===== config.mk =====
export PLATFORM = sky130hd
export DESIGN_NAME = mcnt_csr_bank
export DESIGN_NICKNAME = d
export VERILOG_FILES = /design/src/rtl/mcnt_csr_bank.sv
export SDC_FILE = /design/constraint.sdc
export NUM_CORES = 1
export LEC_CHECK = 0
export BUFFER_PORTS_ARGS = -buffer_cell sky130_fd_sc_hd__buf_4
export CORE_ASPECT_RATIO = 0.7
export CORE_MARGIN = 4
export CORE_UTILIZATION = 50
export CTS_BUF_LIST = sky130_fd_sc_hd__clkbuf_8
export DETAILED_ROUTE_END_ITERATION = 7
export PLACE_DENSITY = 0.84
export SLEW_MARGIN = 20
export SYNTH_ARGS = -nofsm -noshare
export SYNTH_HDL_FRONTEND = slang
export SYNTH_SLANG_ARGS = --single-unit

===== constraint.sdc =====
create_clock -name clk -period 3.4 [get_ports clk]
set_clock_uncertainty 0.2 [all_clocks]
set_input_delay 0.68 -clock clk [delete_from_list [all_inputs] [get_ports clk]]
set_output_delay 0.68 -clock clk [all_outputs]
set_load 0.005 [all_outputs]

===== src/rtl/mcnt_csr_bank.sv =====
module mcnt_csr_bank #(
  parameter int XLEN = 64
) (
  input  logic            clk,
  input  logic            rst_n,
  input  logic            retire_i,
  input  logic [63:0]     time_i,
  input  logic            csr_we_i,
  input  logic [11:0]     csr_addr_i,
  input  logic [XLEN-1:0] csr_wdata_i,
  output logic [XLEN-1:0] csr_rdata_o,
  output logic            csr_hit_o
);
  localparam bit SPLIT = (XLEN == 32);

  logic [63:0] cyc_q, ins_q;
  logic [63:0] wd;
  logic        cyc_lo_w, cyc_hi_w, ins_lo_w, ins_hi_w;

  assign wd       = 64'(csr_wdata_i);
  assign cyc_lo_w = csr_we_i && csr_addr_i == 12'hB00;
  assign ins_lo_w = csr_we_i && csr_addr_i == 12'hB02;
  assign cyc_hi_w = SPLIT && csr_we_i && csr_addr_i == 12'hB80;
  assign ins_hi_w = SPLIT && csr_we_i && csr_addr_i == 12'hB82;

  always_ff @(posedge clk) begin
    if (!rst_n)        cyc_q <= '0;
    else if (cyc_lo_w) cyc_q <= SPLIT ? {cyc_q[63:32], wd[31:0]} : wd;
    else if (cyc_hi_w) cyc_q <= {wd[31:0], cyc_q[31:0]};
    else               cyc_q <= cyc_q + 64'd1;
  end

  always_ff @(posedge clk) begin
    if (!rst_n)        ins_q <= '0;
    else if (ins_lo_w) ins_q <= SPLIT ? {ins_q[63:32], wd[31:0]} : wd;
    else if (ins_hi_w) ins_q <= {wd[31:0], ins_q[31:0]};
    else if (retire_i) ins_q <= ins_q + 64'd1;
  end

  always_comb begin
    csr_hit_o   = 1'b1;
    csr_rdata_o = '0;
    unique case (csr_addr_i)
      12'hB00, 12'hC00: csr_rdata_o = XLEN'(cyc_q);
      12'hB02, 12'hC02: csr_rdata_o = XLEN'(ins_q);
      12'hC01:          csr_rdata_o = XLEN'(time_i);
      12'hB80, 12'hC80: if (SPLIT) csr_rdata_o = XLEN'(cyc_q[63:32]); else csr_hit_o = 1'b0;
      12'hB82, 12'hC82: if (SPLIT) csr_rdata_o = XLEN'(ins_q[63:32]); else csr_hit_o = 1'b0;
      12'hC81:          if (SPLIT) csr_rdata_o = XLEN'(time_i[63:32]); else csr_hit_o = 1'b0;
      default:          csr_hit_o = 1'b0;
    endcase
  end
endmodule



==> metrics.md <==
| Metric | Value |
|---|---|
| Status | finished, final reports clean |
| Crit Path Class | primary input to primary output |
| Worst setup EP type | primary output |
| Longest Clk Path Bufs | 2 |
| Area taken by multi-input logic gates | 5510 um2 |
| CP Data Required Time | 2.52 ns |
| Simple-Gate Fraction of Synth Area | 27.1% |
| Yosys Warn Count | 0 |
| DR pass1 iterations | 6 |
| Clock transition at the registers of the reported paths | 0.07 ns |
| TritonCTS clock tree | yes |
| Sw power | 0.768 mW |
| Post-Synthesis Mean Instance Area | 7.55 um2 |
| Yosys top cell by area | dfxtp_1 |
| Vias per cell | 6.06 |
| Post-Place Cells | 1,493 |
| Fillers | 1,434 |
| FF-to-FF setup slack | 0.49 ns |
| GRT Util Overall | 30.7% |
| Cts hold-fix bufs | 0 |
| Starting Density | 51.3% |
| Number of core rows | 39 |
| Reg2Reg Depth | 7 |
| PortBufs | 208 |
| Die H | 116 um |
| Remaining DRCs | 0 |
| Rel. slew slack | 44.4% |
| RSZ-0062 raised after global routing | false |
| Core occupancy in the finished layout | 65.1% |
| Reg-to-reg startpoint | cyc_q[0] |
| Post-synthesis compound-gate area fraction | 17.4% |
| First-pass GRT wire length | 46.0 mm |
| Area grow syn2layout | 27.0% |
| Post-Synth Adder-Cell Area | 0.298% |
| Hold path depth | 3 |
| Pre-CTS WS | 0.126 ns |
| Insertion delay of the later-clocked pin in the worst-skew pair | 0.46 ns |
| Synth area leaders | dfxtp_1 (30%), mux2i_1 (8.1%), o21ai_0 (7.9%), xnor2_1 (7.3%), nand2_1 (5.7%) |
| Max IR drop VDD | 0.220 mV |
| Top Ports | 209 |
| Final period utilization | 97.1% |
| Syn Nets | 1,260 |
| Post-synth EDFFs | 0 |
| Vias | 9,243 |
| Max-Cap Viols | 0 |
| Antenna viol nets, final | 0 |
| Crit-path max FO | 29 |
| Critical Path Start Type | primary input |
| Power Total | 3.37 mW |
| Hold EP | cyc_q[56] |
| Async set or reset register ratio after synthesis | 0% |
| Clock Root Buffer | clkbuf_8 |
| Multiplexer share of the synthesized area | 8.10% |
| Hold Path Origin | csr_wdata_i[56] |
| Post-synthesis register bit count | 128 |
| Final HPWL DP | 21.9 mm |
| Sequential area share after synthesis | 30.5% |
| PostCTS Resize Cnt | 0 |
| Die area | 19,000 um2 |
| Cells after Synth | 1,114 |
| Synth unique cells | 50 |
| Largest family of logic cells by synthesized area | simple AND/OR/NAND/NOR gates |
| Clk sinks | 128 |
| Final Max Tran Viols | 0 |
| Top FF cell, synth | dfxtp_1 |
| Post-Synth XOR/XNOR Area | 12.5% |
| DR WL/cell | 19.5 um |
| Register area | 2560 um2 |
| Die X | 163 um |
| Worst Hold Class | primary input to flop |
| PD cells | 316 nW/um2 |
| Postcts setup bufs | 0 |
| Core area | 16,400 um2 |
| Setup TNS | 0 ns |
| Combinational power share | 8.1% |
| Lkg Pwr | 3.88 nW |
| Register share of total power | 45.0% |
| Reg2Reg Capture Point | cyc_q[46] |
| Initial antenna violation count | 0 |
| ANT cells | 0 |
| Largest net degree at the start of global routing | 76 |
| Max H-tree Level | 4 |
| Worst Tran Pin Value | 0.828 ns |
| DR iter-0 viols | 1,164 |
| Placer Congestion | 0.980 |
| Non-Filler Instances | 1,525 |
| Internal power | 2.60 mW |
| Cell Area, Synth | 8410 um2 |
| Clk pwr share | 46.9% |
| Setup slack after layout | 0.0990 ns |
| Synth top area share | 30.5% |
| Tmin final | 3.30 ns |
| Sw frac | 22.8% |
| Final Hold Fails | 0 |
| Final Net Count | 1,433 |
| Overall routed net length | 29.7 mm |
| Vias in the first global route | 8,480 |
| Max Fclk | 0.303 GHz |
| Grt ovf | 0 |
| Worst EP arrival | 2.42 ns |
| Setup violations, final | 0 |
| Layout cells sized above 1 | 21.4% |
| Number of CTS-inserted buffers | 17 |
cell type report:
class,instances,area share [%]
Timing Repair Buffer,231,16.8
Clock inverter,11,1.73
Clock buffer,21,2.71
Multi-Input combinational cell,895,51.6
Sequential cell,128,24.0
Tap cell,225,2.64
Inverter,14,0.492
cells by family after synthesis:
logic type	count (synthesis)
AO/OA/AOI/OAI	260
XOR/XNOR	120
adder cells (fa/ha/maj)	2
buffers and inverters	91
flip-flops	128
multiplexers	68
AND/OR/NAND/NOR	445
critical path, cell delays in order:
cell and delay, ns:
buf_4 0.12, nor4_1 0.55, o211ai_1 0.27, buf_4 0.29
o21ai_0 0.32, buf_4 0.18
cells in the mapped netlist (4+ instances only):
cell type	instances
a211oi_1	52
a21oi_1	63
a31oi_1	4
and2_1	5
and3_1	21
and4_1	13
buf_2	4
clkbuf_1	71
dfxtp_1	128
inv_1	14
mux2i_1	68
nand2_1	127
nand3_1	57
nand4_1	43
nor2_1	92
nor3_1	28
nor4_1	21
o21ai_0	132
o22ai_1	4
or4_1	6
xnor2_1	70
xor2_1	50
layout by cell type (no fill, tap or decap), types with 4 or more instances in the layout:
cell,Yosys,routed
o22ai_1,4,4
o21ai_0,132,132
xnor2_1,70,70
nor2_1,92,92
nor4_1,21,21
dfxtp_1,128,128
nand3_1,57,55
nand4_1,43,43
a21oi_1,63,63
nor3_1,28,28
mux2i_1,68,68
nand2_1,127,126
bufinv_16,0,5
clkbuf_8,0,21
buf_4,0,226
xor2_1,50,50
and2_1,5,5
and3_1,21,20
buf_12,0,5
inv_1,14,16
and4_1,13,13
a211oi_1,52,52
or4_1,6,6
a31oi_1,4,4
sequential cells by signal, summed over array words and instances (netlist names):
signal and flops:
cyc_q 64, ins_q 64
how the worst max path moves through the flow:
stage               slack (ns)  depth (start not counted)              to           from
floorplan                 0.29                          7  csr_rdata_o[0]  csr_addr_i[6]
global placement          0.16                          7  csr_rdata_o[0]  csr_addr_i[6]
global route              0.02                          6  csr_rdata_o[0]  csr_addr_i[0]
detailed placement        0.13                          6  csr_rdata_o[0]  csr_addr_i[0]
CTS                       0.12                          6  csr_rdata_o[0]  csr_addr_i[0]
finish                     0.1                          6  csr_rdata_o[0]  csr_addr_i[0]
power by group through the flow:
stage	Sequential (mW)	Clock, mW	Combinational [mW]
finish	1.52	1.58	0.273
CTS	1.52	1.59	0.270
detailed placement	1.55	0	0.268
floorplan	1.55	0	0.0914
global route	1.52	1.65	0.291
global placement	1.55	0	0.265
stage by stage:
| step | hold slack (ns) | area (um2) |
|---|---|---|
| detailed placement | 0.294 | 10200 |
| finish | 0.280 | 10700 |
| CTS | 0.277 | 10700 |
| global placement | 0.286 | 10200 |
| floorplan | 0.265 | 8410 |
| global route | 0.277 | 10700 |
routing by layer:
metal / wire [um] / share of wire [%] / global-route usage [%] / up-vias
met5: 0 / 0 / 0 / -
met4: 692 / 2.3 / 8.49 / 0
met3: 3820 / 13 / 8.43 / 65
met2: 12600 / 43 / 47.0 / 607
met1: 12500 / 42 / 43.0 / 4216
li1: - / - / - / 4355
Power figures use the tool's default switching activity.
